File: src/rtl/pteg_pkg.sv
package pteg_pkg;
  localparam int unsigned ADDR_W     = 32;
  localparam int unsigned SEG_COUNT  = 16;
  localparam int unsigned SEG_SEL_W  = $clog2(SEG_COUNT);
  localparam int unsigned VSID_W     = 24;
  localparam int unsigned HASH_W     = 19;
  localparam int unsigned PAGE_IDX_W = 16;
  localparam int unsigned MASK_W     = 9;
  localparam int unsigned HASH_LO_W  = HASH_W - MASK_W;
  localparam int unsigned ORIGIN_W   = 16;
  localparam int unsigned ORIGIN_HI_W = ORIGIN_W - MASK_W;
  localparam int unsigned ALIGN_W    = 6;
  localparam int unsigned API_W      = 6;
  localparam int unsigned PAGE_SHIFT = 12;

  typedef struct packed {
    logic capture;
  } ctrlStrobes_t;
endpackage

File: src/rtl/pteg_hash_unit.sv
module pteg_hash_unit
  import pteg_pkg::*;
(
  input  logic [HASH_W-1:0]     vsidLow,
  input  logic [PAGE_IDX_W-1:0] pageIdx,
  input  logic                  hashSel,
  output logic [HASH_W-1:0]     hashOut
);
  localparam int unsigned PAD_W = HASH_W - PAGE_IDX_W;

  logic [HASH_W-1:0] primaryHash;

  always_comb begin
    primaryHash = vsidLow ^ {{PAD_W{1'b0}}, pageIdx};
    hashOut     = hashSel ? ~primaryHash : primaryHash;
  end
endmodule

File: src/rtl/pteg_ctrl.sv
module pteg_ctrl
  import pteg_pkg::*;
(
  input  logic         clk,
  input  logic         rstN,
  input  logic         inValid,
  input  logic         outReady,
  output logic         inReady,
  output logic         outValid,
  output ctrlStrobes_t strobes
);
  logic outValidQ;

  always_comb begin
    inReady         = !outValidQ || outReady;
    strobes.capture = inValid && inReady;
    outValid        = outValidQ;
  end

  always_ff @(posedge clk) begin
    if (!rstN) begin
      outValidQ <= 1'b0;
    end else if (strobes.capture) begin
      outValidQ <= 1'b1;
    end else if (outReady) begin
      outValidQ <= 1'b0;
    end
  end

  p_accept_latency_r8: assert property (@(posedge clk) disable iff (!rstN)
    (inValid && inReady) |=> outValid);

  p_stall_blocks_r9: assert property (@(posedge clk) disable iff (!rstN)
    (outValid && !outReady) |-> !inReady);

  p_stall_keeps_valid_r9: assert property (@(posedge clk) disable iff (!rstN)
    (outValid && !outReady) |=> outValid);
endmodule

File: src/rtl/pteg_datapath.sv
module pteg_datapath
  import pteg_pkg::*;
(
  input  logic                        clk,
  input  logic                        rstN,
  input  ctrlStrobes_t                strobes,
  input  logic                        outValid,
  input  logic                        outReady,
  input  logic [ADDR_W-1:0]           effAddr,
  input  logic [SEG_COUNT*ADDR_W-1:0] segFile,
  input  logic [ADDR_W-1:0]           tableCfg,
  input  logic                        hashSel,
  output logic [ADDR_W-1:0]           groupAddr,
  output logic [ADDR_W-1:0]           cmpWord
);
  logic [ADDR_W-1:0]    segArr [SEG_COUNT];
  logic [SEG_SEL_W-1:0] segIdx;
  logic [ADDR_W-1:0]    selSeg;
  logic [VSID_W-1:0]    vsid;
  logic [HASH_W-1:0]    hashVal;
  logic [ORIGIN_W-1:0]  origin;
  logic [MASK_W-1:0]    hashMask;
  logic [MASK_W-1:0]    mergedMid;
  logic [ADDR_W-1:0]    nextAddr;
  logic [ADDR_W-1:0]    nextCmp;
  logic [ADDR_W-1:0]    groupAddrQ;
  logic [ADDR_W-1:0]    cmpWordQ;

  for (genvar i = 0; i < SEG_COUNT; i++) begin : g_seg_unpack
    assign segArr[i] = segFile[i*ADDR_W +: ADDR_W];
  end

  always_comb begin
    segIdx = effAddr[ADDR_W-1 -: SEG_SEL_W];
    selSeg = segArr[segIdx];
    vsid   = selSeg[VSID_W-1:0];
  end

  pteg_hash_unit u_hash (
    .vsidLow (vsid[HASH_W-1:0]),
    .pageIdx (effAddr[PAGE_SHIFT +: PAGE_IDX_W]),
    .hashSel (hashSel),
    .hashOut (hashVal)
  );

  always_comb begin
    origin    = tableCfg[ADDR_W-1 -: ORIGIN_W];
    hashMask  = tableCfg[MASK_W-1:0];
    mergedMid = origin[MASK_W-1:0] | (hashMask & hashVal[HASH_W-1 -: MASK_W]);
    nextAddr  = {origin[ORIGIN_W-1 -: ORIGIN_HI_W], mergedMid,
                 hashVal[HASH_LO_W-1:0], {ALIGN_W{1'b0}}};
    nextCmp   = {1'b1, vsid, hashSel,
                 effAddr[ADDR_W-SEG_SEL_W-1 -: API_W]};
  end

  always_ff @(posedge clk) begin
    if (!rstN) begin
      groupAddrQ <= '0;
      cmpWordQ   <= '0;
    end else if (strobes.capture) begin
      groupAddrQ <= nextAddr;
      cmpWordQ   <= nextCmp;
    end
  end

  assign groupAddr = groupAddrQ;
  assign cmpWord   = cmpWordQ;

  p_hold_data_r9: assert property (@(posedge clk) disable iff (!rstN)
    (outValid && !outReady) |=> ($stable(groupAddr) && $stable(cmpWord)));

  p_origin_top_r4: assert property (@(posedge clk) disable iff (!rstN)
    strobes.capture |=> (groupAddr[31:25] == $past(tableCfg[31:25])));

  p_hash_select_bit_r7: assert property (@(posedge clk) disable iff (!rstN)
    strobes.capture |=> (cmpWord[6] == $past(hashSel) && cmpWord[31]));

  p_page_index_r7: assert property (@(posedge clk) disable iff (!rstN)
    strobes.capture |=> (cmpWord[5:0] == $past(effAddr[27:22])));
endmodule

File: src/rtl/pteg_addr_gen.sv
module pteg_addr_gen
  import pteg_pkg::*;
(
  input  logic                        clk,
  input  logic                        rstN,
  input  logic                        inValid,
  output logic                        inReady,
  input  logic [ADDR_W-1:0]           effAddr,
  input  logic [SEG_COUNT*ADDR_W-1:0] segFile,
  input  logic [ADDR_W-1:0]           tableCfg,
  input  logic                        hashSel,
  output logic                        outValid,
  input  logic                        outReady,
  output logic [ADDR_W-1:0]           groupAddr,
  output logic [ADDR_W-1:0]           cmpWord
);
  ctrlStrobes_t strobes;

  pteg_ctrl u_ctrl (
    .clk      (clk),
    .rstN     (rstN),
    .inValid  (inValid),
    .outReady (outReady),
    .inReady  (inReady),
    .outValid (outValid),
    .strobes  (strobes)
  );

  pteg_datapath u_dp (
    .clk       (clk),
    .rstN      (rstN),
    .strobes   (strobes),
    .outValid  (outValid),
    .outReady  (outReady),
    .effAddr   (effAddr),
    .segFile   (segFile),
    .tableCfg  (tableCfg),
    .hashSel   (hashSel),
    .groupAddr (groupAddr),
    .cmpWord   (cmpWord)
  );
endmodule

File: config.mk
export PLATFORM = sky130hd
export DESIGN_NAME = pteg_addr_gen
export DESIGN_NICKNAME = d
export VERILOG_FILES = /design/src/rtl/pteg_pkg.sv /design/src/rtl/pteg_hash_unit.sv /design/src/rtl/pteg_ctrl.sv /design/src/rtl/pteg_datapath.sv /design/src/rtl/pteg_addr_gen.sv
export SDC_FILE = /design/constraint.sdc
export NUM_CORES = 1
export LEC_CHECK = 0
export BUFFER_PORTS_ARGS = -buffer_cell sky130_fd_sc_hd__buf_2
export CORE_AREA = 5 5 247 249
export DETAILED_ROUTE_END_ITERATION = 7
export DIE_AREA = 0 0 252 254
export GPL_TIMING_DRIVEN = 0
export MAX_ROUTING_LAYER = met4
export RECOVER_POWER = 100
export SYNTH_ARGS = -nofsm -noshare
export SYNTH_HDL_FRONTEND = slang
export SYNTH_SLANG_ARGS = --single-unit
export TNS_END_PERCENT = 100
File: constraint.sdc
create_clock -name clk -period 4.7 [get_ports clk]
set_input_delay 1.41 -clock clk [delete_from_list [all_inputs] [get_ports clk]]
set_output_delay 1.41 -clock clk [all_outputs]
set_load 0.01 [all_outputs]
* Yosys cells after proc, flatten, opt, wreduce, memory -nomap -nowiden
Cells that the tools add are included.
** Cells by class
- Add/sub/neg operators :: 0
- Multiply operators :: 0
- Divide/modulo/power cells :: 0
- Order comparisons :: 1
- Equal/unequal tests :: 0
- Shift-type cells :: 0
- Mux-type cells :: 6
- Bitwise logic cells :: 5
- Reduce and logical (&&, ||, !) cells :: 4
** Operators by type and width (count)
- binary-select mux 32 bit (select 4 bit) :: 1
- 2-to-1 mux 24 bit :: 2
- 2-to-1 mux 19 bit :: 1
- NOT 19 bit :: 1
- bitwise XOR 19 x 16 -> 19 bit :: 1
- bitwise AND 9 bit :: 1
- bitwise OR 9 bit :: 1
- greater-or-equal comparator 5 bit (second input constant) :: 1
- NOT 4 -> 5 bit :: 1
- 2-to-1 mux 1 bit :: 2
- nonzero test 2 bit :: 1
- logical AND 1 bit :: 1
- logical NOT 1 bit :: 1
- logical OR 1 bit :: 1
** Storage, ports and cells
- Bits in registers :: 59
- Latch bits :: 0
- Bits in writable memories :: 0
- ROM bits :: 0
- Bits of input ports :: 581
- Output and inout port bits :: 66
- Logic and storage cells :: 19
- Memories kept :: 0

* Longest topological paths before layout
Gate-level depths: netlist of run 1.
- Word-level depth :: 9
- Mapped depth :: 7
- Mapped depth without buffers :: 4

* Modules after synthesis
A second synthesis of run 1 with hierarchy kept.
** Unflattened totals
- Cells, all modules :: 484
- Area total of the unflattened synthesis :: 5848.1 um2
** By module, submodules not included
- pteg_datapath :: times used 1, cells each 458, area an instance 5318.9 um2, sequential area each 1161.1 um2
- pteg_hash_unit :: times used 1, cells each 21, area an instance 471.7 um2, sequential area each 0.0 um2
- pteg_ctrl :: times used 1, cells each 5, area an instance 57.6 um2, sequential area each 20.0 um2

* Least setup slack after synthesis of run 1
Ideal clock, no wire load.
- Kind :: input to register
- Start :: in effAddr[30]
- End :: reg u_dp.groupAddrQ[22], in the netlist u_dp.groupAddr[22]
- Library setup time :: 130 ps
- Data arrival time :: 2939 ps
- Required time :: 4570 ps
- Path slack :: 1631 ps
- Cell stages on the path :: 6
- Path buffers :: 2
- Path through :: buf_2 clkbuf_1 mux4_2 mux4_2 xnor2_1 o22ai_1
** Between the ends
- Cells in the longest elaborated chain, start to end :: 9
** RTL lines
- start, declared :: RTL line pteg_addr_gen.sv:8 : input logic [ADDR_W-1:0] effAddr,
- NOT 4 -> 5 bit (not written as such) (*) :: RTL line pteg_datapath.sv:35 : selSeg = segArr[segIdx];
- binary-select mux 32 bit (select 4 bit) (*) :: RTL line pteg_datapath.sv:35
- 2-to-1 mux 24 bit (not written as such) (*) (2 in a row) :: RTL line pteg_datapath.sv:35
- bitwise XOR 19 x 16 -> 19 bit (*) :: RTL line pteg_hash_unit.sv:14 : primaryHash = vsidLow ^ {{PAD_W{1'b0}}, pageIdx};
- NOT 19 bit :: RTL line pteg_hash_unit.sv:15 : hashOut = hashSel ? ~primaryHash : primaryHash;
- 2-to-1 mux 19 bit (*) :: RTL line pteg_hash_unit.sv:15
- bitwise AND 9 bit (*) :: RTL line pteg_datapath.sv:49 : mergedMid = origin[MASK_W-1:0] | (hashMask & hashVal[HASH_W-1 -: MASK_W]);
- bitwise OR 9 bit (*) :: RTL line pteg_datapath.sv:49
- end signal, assigned :: RTL line pteg_datapath.sv:61 : groupAddrQ <= nextAddr;
- end, declared :: RTL line pteg_datapath.sv:26 : logic [ADDR_W-1:0] groupAddrQ;
Mark *: on every way between the ends. The rest lies on a longest branch, timed or not. The select of a mux whose other input is x is not followed.
A chain may end at the register's enable or synchronous reset.

* Worst setup path in the final report of run 1
- Start :: in effAddr[29]
- End :: reg u_dp.groupAddrQ[20], in the netlist u_dp.groupAddr[20]
The elaborated chain is that of the path after synthesis.

==> results of run 1 <==
[worst min path at each step]
stage / startpoint / endpoint
global route: u_dp.cmpWord[12] / u_dp.cmpWord[12]
floorplan: u_dp.cmpWord[0] / u_dp.cmpWord[0]
global placement: u_dp.groupAddr[25] / u_dp.groupAddr[25]
detailed placement: u_dp.cmpWord[7] / u_dp.cmpWord[7]
CTS: u_dp.cmpWord[9] / u_dp.cmpWord[9]
finish: u_dp.cmpWord[12] / u_dp.cmpWord[12]
[power by group]
part	switching [mW]	internal [mW]	leakage (nW)
Sequential	0.0249	0.545	0.486
Combinational	0.404	0.383	3.08
Clock	0.298	0.420	0.145
[cells in the final DEF, fill, tap and decap left out, types with 3 or more instances in the layout]
| cell | count |
|---|---|
| o211ai_1 | 19 |
| nand2_1 | 61 |
| buf_6 | 5 |
| nor3_1 | 6 |
| xor2_1 | 6 |
| o21a_1 | 6 |
| clkbuf_16 | 9 |
| buf_2 | 434 |
| clkbuf_1 | 101 |
| nor2_1 | 3 |
| dfxtp_1 | 59 |
| o22ai_1 | 3 |
| buf_1 | 3 |
| o32ai_1 | 6 |
| or2_0 | 10 |
| mux2i_1 | 9 |
| o2111ai_1 | 10 |
| xnor2_1 | 13 |
| a21oi_1 | 39 |
| diode_2 | 39 |
| inv_6 | 3 |
| a22o_1 | 32 |
| or3_1 | 10 |
| o21ai_0 | 16 |
| conb_1 | 6 |
| buf_4 | 6 |
| mux4_2 | 104 |
| nand3_1 | 10 |
[cell families (layout without fill, tap and decap cells)]
group | Yosys count | count (layout)
and+or+nand+nor | 105 | 105
AOI/OAI and AO/OA | 131 | 131
other | 1 | 45
buffers and inverters | 64 | 569
DFF | 59 | 59
muxes | 113 | 113
xor gates and xnor gates | 19 | 19
[per-stage QoR]
step	hold WS, ns	instances	worst slack [ns]	power, mW
finish	0.455	1814	0.809	2.08
floorplan	0.481	497	1.63	0.970
detailed placement	0.444	1759	0.592	1.39
CTS	0.453	1775	0.944	2.13
global route	0.476	1811	0.594	2.18
global placement	0.440	1759	0.594	1.38
[final cells by class]
cell class	instances	area share (%)
Inverter	2	0.0810
Clock buffer	9	2.43
Antenna cell	39	1.05
Buffer	62	3.59
Tap cell	773	10.4
Timing Repair Buffer	489	25.6
Clock inverter	7	0.891
Sequential cell	59	12.7
Multi-Input combinational cell	374	43.2
[routing by layer]
layer | vias up | GRT usage, %
met5 | - | -
met4 | 0 | 3.23
met3 | 44 | 5.84
met2 | 418 | 22.2
met1 | 3387 | 18.3
li1 | 3061 | -
[state kept, by name, summed over array words and instances (netlist names)]
| register | count |
|---|---|
| u_dp.cmpWord | 32 |
| u_dp.groupAddr | 26 |
| u_ctrl.outValid | 1 |
[worst max-delay path: cells and delay by family]
family | cells | cell delay (ns)
AOI/OAI and AO/OA | 2 | 0.81
and+or+nand+nor | 2 | 0.32
buffers and inverters | 3 | 1.58
==> results_dict.tcl, run 1 <==
set metrics [dict create \
    outcome "finished, final reports clean" \
    dr.pass1.iters 5 \
    synthDominantCellAreaShare_pct 42.5 \
    ir_drop_v 0.000172 \
    grt_max_degree 14 \
    rows 89 \
    synth_edf_count 0 \
    worstMarginPinSlew_ns 1.07 \
    avgSynthCellArea_um2 11.2 \
    maxCapViolations 0 \
    grt_setup_unrepaired "false" \
    cp_cell_sequence "clkbuf_1, and2_0, clkbuf_1, clkbuf_1, a22o_1, nor3_1, o32ai_1" \
    relSlewSlack_pct 28.9 \
    drt-total-wl_um 48100 \
    setup_tns_ns 0 \
    synth_area_um2 5510 \
    met3WireLength_um 4800 \
    critPathCaptureType "flip-flop" \
    r2r_slack_ns 2.24 \
    placed_area_um2 8940 \
    finalClockSkew_ns 0.00683 \
    clk_pin_slew_worst_paths_ns 0.06 \
    cpPeakStageDelay_ns 0.68 \
    postSynthCellCount 492 \
    synthMuxAreaShare_pct 44.2 \
    initial_utilization_pct 9.42 \
    yosys.area.top_type "mux4_2" \
    hold_path_class "reg2reg" \
    power_density_nw_per_um2 224 \
    synth-simple-area-share_pct 8.66 \
    reg2reg_depth 7 \
    insertion_delay_ns 0.35 \
    clock.fmax_mhz 257 \
    drive_above_1_share_pct 56.6 \
    num_vias 6910 \
    coreArea_um2 58500 \
    ant_nets 0 \
    dr.max_layer_used "met4" \
    drt_iter0_markers 385 \
    final.min_clock_period_ns 3.89 \
    utilization_pct 15.8 \
    grt_pass1_vias 7252 \
    path_common_cell "clkbuf_1" \
    synthToLayoutAreaGrowth_pct 68.3 \
    worstPathRequired_ns 4.95 \
    synthTopCellsByCount "104 x mux4_2, 61 x nand2_1, 59 x dfxtp_1, 39 x a21oi_1, 36 x clkbuf_1" \
    async_flop_share_pct 0 \
    grt_first_pass_wirelength_um 60900 \
    synth_top_family_by_area "multiplexers" \
    dieArea_um2 64000 \
    post-cts-setup-buffers 0 \
    fin_nets 1578 \
    globalRouteTotalUtil_pct 14.6 \
    criticalPathCategory "in2reg" \
    buffer_ports.inserted 489 \
    drv_slew 0 \
    setup.worst_path.end "u_dp.groupAddr[20]" \
    crit_path_start_kind "input port" \
    yosysWarnings 0 \
    min_period_over_period_pct 82.8 \
    clockRootBuffer "clkbuf_16" \
    cts_made_buffers 9 \
    die-height_um 254 \
    setup_viol 0 \
    ys.flop_type "dfxtp_1" \
    synthAdderAreaFrac_pct 0 \
    wl_met1_um 21100 \
    cts_sinks 59 \
    synth-compound-area-share_pct 16.4 \
    p_leak_nw 3.71 \
    grt_antenna_before_repair 58 \
    synthMostInstantiatedCell "mux4_2" \
    critPathArrivalTime_ns 4.15 \
    hpwlAfterDp_um 43900 \
    synth-seq-cells 59 \
    io-pin-count 647 \
    synth_xor_area_share_pct 3.02 \
    finish.instance_area_um2 9270 \
    fillers 6702 \
    regArea_um2 1180 \
    yosysSeqAreaShare_pct 21.5 \
    multi_input_area_um2 4000 \
    hold_viol_final 0 \
    drt-vias-per-instance 3.81 \
    critPathSlowestCell "clkbuf_1" \
    timing.rr.start "u_ctrl.outValid" \
    min_path_cells 2 \
    grt_overflow_total 0 \
    dieWidth_um 252 \
    drc 0 \
    dr_wl_met2_um 21200 \
    synth.distinct_cells 30 \
    cts_resized 0 \
    clock_path_buffers 2 \
    synth.area.top_cells "mux4_2 43%, dfxtp_1 21%, a22o_1 5.1%" \
    cts_tree "built" \
    r2r_end "u_dp.groupAddr[11]" \
    routedWlPerCell_um 26.5 \
    cts.htree.levels 3 \
    path_max_fanout 10 \
    gp_congestion 0.880 \
    cts_hold_buffers 0 \
    crit_start "effAddr[29]" \
]
(Power assumes the default switching activity.)
==> inputs of run 2 (changes only) <==
Settings changed: ABC_AREA set to 1.
Clock period 4.7 ns to 3.2 ns, I/O delays scaled along.
==> run 2 against run 1 <==
  * Clock power up 64%
  * Largest power group unchanged
  * Setup slack lost 0.62 ns
  * Clock skew rose by 0.0098 ns
  * Critical path depth grew 2
  * Cell count rose by 44%
  * Critical path type unchanged
  * Power increased by 63%
  * Register-to-register slack got worse by 1.3 ns
  * Via count rose by 52%
==> results_dict.tcl, run 2 <==
set metrics [dict create \
    dr.pass1.iters 5 \
    finalClockSkew_ns 0.0166 \
    ant_nets 0 \
    buffer_ports.inserted 489 \
    outcome "finished, final reports clean" \
    synthToLayoutAreaGrowth_pct 54.7 \
    critPathSlowestCell "clkbuf_1" \
    synthMostInstantiatedCell "nand2_1" \
    routedWlPerCell_um 22.3 \
    final_cell_mix "474 x buf_2, 267 x nand2_1, 246 x nor2_1" \
    ys.flop_type "dfxtp_1" \
    postSynthCellCount 1316 \
    grt_pass1_vias 10300 \
    path_max_fanout 10 \
    p_sw_mw 1.39 \
    clock_path_buffers 2 \
    rows 89 \
    grt_max_degree 13 \
    grt_setup_unrepaired "false" \
    synth_area_um2 6810 \
    insertion_delay_ns 0.39 \
    path_common_cell "nand3_1" \
    power.share.clock_pct 35.0 \
    dieArea_um2 64000 \
    drt-total-wl_um 58200 \
    p_leak_nw 5.77 \
    worstMarginPinSlew_ns 1.11 \
    drc 0 \
    hold_path_class "reg2reg" \
    worst-path-stages 9 \
    cts_sinks 59 \
    cpPeakStageDelay_ns 0.75 \
    power_density_nw_per_um2 320 \
    hpwlAfterDp_um 48800 \
    synth.distinct_cells 20 \
    drt_iter0_markers 606 \
    grt_overflow_total 0 \
    drv_slew 0 \
    final_common_cell "buf_2" \
    setup_tns_ns 0 \
    gp_congestion 0.928 \
    drt-vias-per-instance 4.01 \
    switching_share_pct 41.3 \
    yosys.area.top_type "dfxtp_1" \
    num_vias 10500 \
    clk_pin_slew_worst_paths_ns 0.06 \
    p_seq_share_pct 24.7 \
    cts_hold_buffers 0 \
    power_mw 3.37 \
    utilization_pct 18.0 \
    synth_edf_count 0 \
    ir_drop_v 0.000252 \
    yosysWarnings 0 \
    cts_tree "built" \
    p_int_mw 1.98 \
    synth.area.top_cells "dfxtp_1 17%, nand3_1 17%, nand2_1 15%" \
    cts_made_buffers 9 \
    fin_nets 2402 \
    fillers 7045 \
    avgSynthCellArea_um2 5.17 \
    synth-seq-cells 59 \
    relSlewSlack_pct 25.9 \
    yosysSeqAreaShare_pct 17.4 \
    clockRootBuffer "clkbuf_16" \
    p_comb_share_pct 40.4 \
    coreArea_um2 58500 \
    dieWidth_um 252 \
    min_period_over_period_pct 94.0 \
    synthDominantCellAreaShare_pct 17.4 \
    initial_utilization_pct 11.6 \
    async_flop_share_pct 0 \
    drive_above_1_share_pct 28.0 \
    crit_path_start_kind "input port" \
    io-pin-count 647 \
    finish.instance_area_um2 10500 \
    min_path_cells 2 \
    cp_top_family "buffers and inverters" \
    clock.fmax_mhz 332 \
    hold_viol_final 0 \
    cts.htree.levels 3 \
    setup_viol 0 \
    critPathArrivalTime_ns 3.31 \
    final.min_clock_period_ns 3.01 \
    grt_first_pass_wirelength_um 76100 \
    post-cts-setup-buffers 0 \
    worstPathRequired_ns 3.51 \
    crit_buf_inv 3 \
    grt_antenna_before_repair 17 \
    largest_reg_flops 32 \
    globalRouteTotalUtil_pct 17.7 \
    synthTopCellsByCount "267 x nand2_1, 246 x nor2_1, 226 x nand3_1, 200 x inv_1, 108 x o21ai_0" \
    maxCapViolations 0 \
    die-height_um 254 \
    reg2reg_depth 7 \
    cp_cell_sequence "buf_2, clkinvlp_4, clkbuf_1, nand3_1, nand3_1, nand2_1, nand2_1, nand3_1, a21oi_1" \
    placed_area_um2 10200 \
    critPathCaptureType "flip-flop" \
    criticalPathCategory "in2reg" \
]
-- run 2: repair_timing --
action	in CTS	in global routing
setup endpoints to repair	0	9
resized for setup	0	3
endpoints found under the hold margin	0	0
-- run 2: cells by family after synthesis --
family,synth area share [%]
other,0.0551
xor gates and xnor gates,2.06
DFF,17.4
buffers and inverters,19.3
and+or+nand+nor,44.9
AOI/OAI and AO/OA,16.3
-- run 2: per-stage QoR --
stage	cells	hold WS [ns]	setup slack, ns
after floorplan	1321	0.505	1.09
after global placement	2583	0.454	-0.417
after detailed placement	2583	0.462	-0.416
after CTS	2599	0.478	0.00351
after global routing	2610	0.502	0.0239
final	2612	0.475	0.191
-- run 2: layout make-up --
type,count,area [um2],area share [%]
Multi-Input combinational cell,954,4330,41.1
Timing Repair Buffer,489,2370,22.5
Sequential cell,59,1180,11.2
Tap cell,773,967,9.18
Inverter,203,766,7.27
Buffer,105,559,5.31
Clock buffer,9,225,2.14
Clock inverter,7,101,0.962
Antenna cell,13,32.5,0.309
-- run 2: worst paths after layout --
| check | start | end | slack (ns) |
|---|---|---|---|
| min | u_dp.cmpWord[31] | u_dp.cmpWord[31] | 0.48 |
| max | effAddr[30] | u_dp.groupAddr[16] | 0.19 |
| min reg2reg | u_dp.cmpWord[31] | u_dp.cmpWord[31] | 0.48 |
| max reg2reg | u_ctrl.outValid | u_dp.cmpWord[28] | 0.96 |
-- run 2: worst reg2reg max path, cell delays in order (launching register included) --
cell	delay [ns]
dfxtp_1	0.31
nand2_1	0.10
nand2_1	0.21
inv_1	0.13
clkbuf_1	0.33
clkbuf_1	0.87
o211ai_1	0.16
inv_1	0.09
-- run 2: power by group through the flow --
stage / registers (mW) / clock network [mW] / logic (mW)
5_1_grt: 0.839 / 1.26 / 1.51
2_1_floorplan: 0.878 / 0 / 0.621
3_5_place_dp: 0.847 / 0 / 1.41
3_3_place_gp: 0.845 / 0 / 1.40
6_report: 0.833 / 1.18 / 1.36
4_1_cts: 0.831 / 1.25 / 1.41
-- run 2: per-layer routing --
layer	GRT usage [%]	share of wire, %
met1	20.9	42
met2	29.9	48
met3	4.02	7.4
met4	5.85	3.3
met5	-	0
==> inputs of run 3 (changes only) <==
Settings changed: CORE_AREA 5 5 247 249 to 2 2 252 254, CTS_CLUSTER_DIAMETER set to 60, DIE_AREA 0 0 252 254 to 0 0 254 256.
Clock period 3.2 ns to 2.7 ns, I/O delays scaled along.
==> run 3 against run 2 <==
  * Non-clock buffer count unchanged
  * Cell count up 3.6%
  * Sequential share of layout area down 0.20 points
  * Flip-flop and latch count unchanged
  * Wire length up 0.16%
  * Clock power up 19%
  * Power up 20%
==> results_dict.tcl, run 3 (same netlist as run 2, synthesis figures left out) <==
set metrics [dict create \
    outcome "finished, final reports clean" \
    grt_pass1_vias 10600 \
    final_cell_mix "466 x buf_2, 267 x nand2_1, 246 x nor2_1" \
    clock.fmax_mhz 387 \
    p_int_mw 2.46 \
    dieArea_um2 65000 \
    hpwlAfterDp_um 49700 \
    clockRootBuffer "clkbuf_16" \
    hold_path_class "reg2reg" \
    criticalPathCategory "in2reg" \
    initial_utilization_pct 10.9 \
    clk_pin_slew_worst_paths_ns 0.05 \
    buffer_ports.inserted 489 \
    synthToLayoutAreaGrowth_pct 57.6 \
    worst_slack_ns 0.114 \
    regArea_um2 1180 \
    path_max_fanout 10 \
    place_ws_ns -0.688 \
    coreArea_um2 62400 \
    fin_nets 2402 \
    setup_tns_ns 0 \
    crit_start "effAddr[28]" \
    fin_cells 2705 \
    grt_setup_unrepaired "false" \
    multi_input_area_um2 4340 \
    p_sw_mw 1.57 \
    crit_path_start_kind "input port" \
    drive_above_1_share_pct 28.6 \
    gp_congestion 0.940 \
    power_density_nw_per_um2 376 \
    cts.htree.levels 3 \
    grt_antenna_before_repair 34 \
    grt_first_pass_wirelength_um 77000 \
    insertion_delay_ns 0.35 \
    cts_hold_buffers 0 \
    final.min_clock_period_ns 2.59 \
    timing.rr.start "u_ctrl.outValid" \
    cts_sinks 59 \
    routedWlPerCell_um 21.5 \
    grt_max_degree 12 \
    globalRouteTotalUtil_pct 17.8 \
    fillers 7503 \
    p_seq_share_pct 24.6 \
    drt-total-wl_um 58300 \
    relSlewSlack_pct 41.0 \
    power.share.clock_pct 34.9 \
    final_common_cell "buf_2" \
    min_from "u_dp.cmpWord[2]" \
    dr.pass1.iters 5 \
    finalClockSkew_ns 0.00702 \
    drt_iter0_markers 530 \
    p_leak_nw 5.82 \
    die-height_um 256 \
    place_inst 2656 \
    p_comb_share_pct 40.5 \
    grt_overflow_total 0 \
    num_vias 10500 \
    worstMarginPinSlew_ns 0.884 \
    critPathCaptureType "flip-flop" \
    ant_nets 0 \
    worstPathRequired_ns 2.95 \
    min_period_over_period_pct 95.8 \
    drv_slew 0 \
    ir_drop_v 0.000316 \
    io-pin-count 647 \
    maxCapViolations 0 \
    utilization_pct 17.2 \
    rows 92 \
    cts_tree "built" \
    drc 0 \
    hold_viol_final 0 \
    switching_share_pct 38.9 \
    drt-vias-per-instance 3.90 \
    dieWidth_um 254 \
    cts_made_buffers 9 \
    critPathArrivalTime_ns 2.83 \
    clock_path_buffers 2 \
    setup_viol 0 \
    largest_reg_flops 32 \
]
run 3: changes by cell type in the layout (fill, tap and decap cells not counted), moves of 4 or more:
cell	before	now
clkbuf_2	0	13
clkbuf_1	97	92
buf_1	4	0
buf_2	474	466
diode_2	13	33
run 3: area by class of cell:
type	instances	area share [%]
Antenna cell	33	0.770
Buffer	105	5.42
Clock inverter	6	1.04
Clock buffer	10	2.23
Sequential cell	59	11.0
Multi-Input combinational cell	954	40.4
Timing Repair Buffer	489	22.1
Tap cell	846	9.87
Inverter	203	7.10
run 3: stage by stage:
stage          hold WS, ns  instance area [um2]  power (mW)
2_1_floorplan        0.505                 6830        1.78
5_1_grt              0.519                10700        4.29
3_5_place_dp         0.472                10300        2.69
4_1_cts              0.485                10700        4.12
6_report             0.481                10700        4.03
3_3_place_gp         0.462                10300        2.68
run 3: power by group through the flow:
stage	registers, mW	clock network, mW	logic, mW
4_1_cts	0.990	1.44	1.69
3_3_place_gp	1.01	0	1.67
3_5_place_dp	1.01	0	1.68
6_report	0.991	1.41	1.64
2_1_floorplan	1.04	0	0.736
5_1_grt	1.00	1.48	1.81
run 3: routing by layer:
metal / wire (um) / part of all wire (%) / GRT usage [%] / vias up
met2: 27300 / 47 / 29.8 / 576
met1: 23000 / 39 / 18.9 / 4641
met4: 3480 / 6.0 / 10.0 / 0
met5: 0 / 0 / - / -
li1: - / - / - / 5196
met3: 4500 / 7.7 / 4.68 / 134
run 3: final timing paths:
| kind | end | slack [ns] | cells after the start |
|---|---|---|---|
| worst max-delay path | u_dp.groupAddr[10] | 0.11 | 12 |
| worst min-delay path | u_dp.cmpWord[2] | 0.48 | 2 |
| worst max register to register | u_dp.groupAddr[12] | 0.57 | 8 |
| worst min register to register | u_dp.cmpWord[2] | 0.48 | 2 |
run 3: critical path, cell delays in order:
cell and delay [ns]:
buf_6 0.10, inv_2 0.05, buf_6 0.21, buf_6 0.25
buf_6 0.23, o21ai_1 0.15, nand3_1 0.09, nand3_1 0.37
nand3_1 0.23, nand3_1 0.16, nand2_1 0.10, inv_1 0.04
run 3: what timing repair did:
action	CTS	global route
pin swaps	0	0
endpoints found under the setup margin	30	9
resized for setup	11	12
buffers inserted	0	0
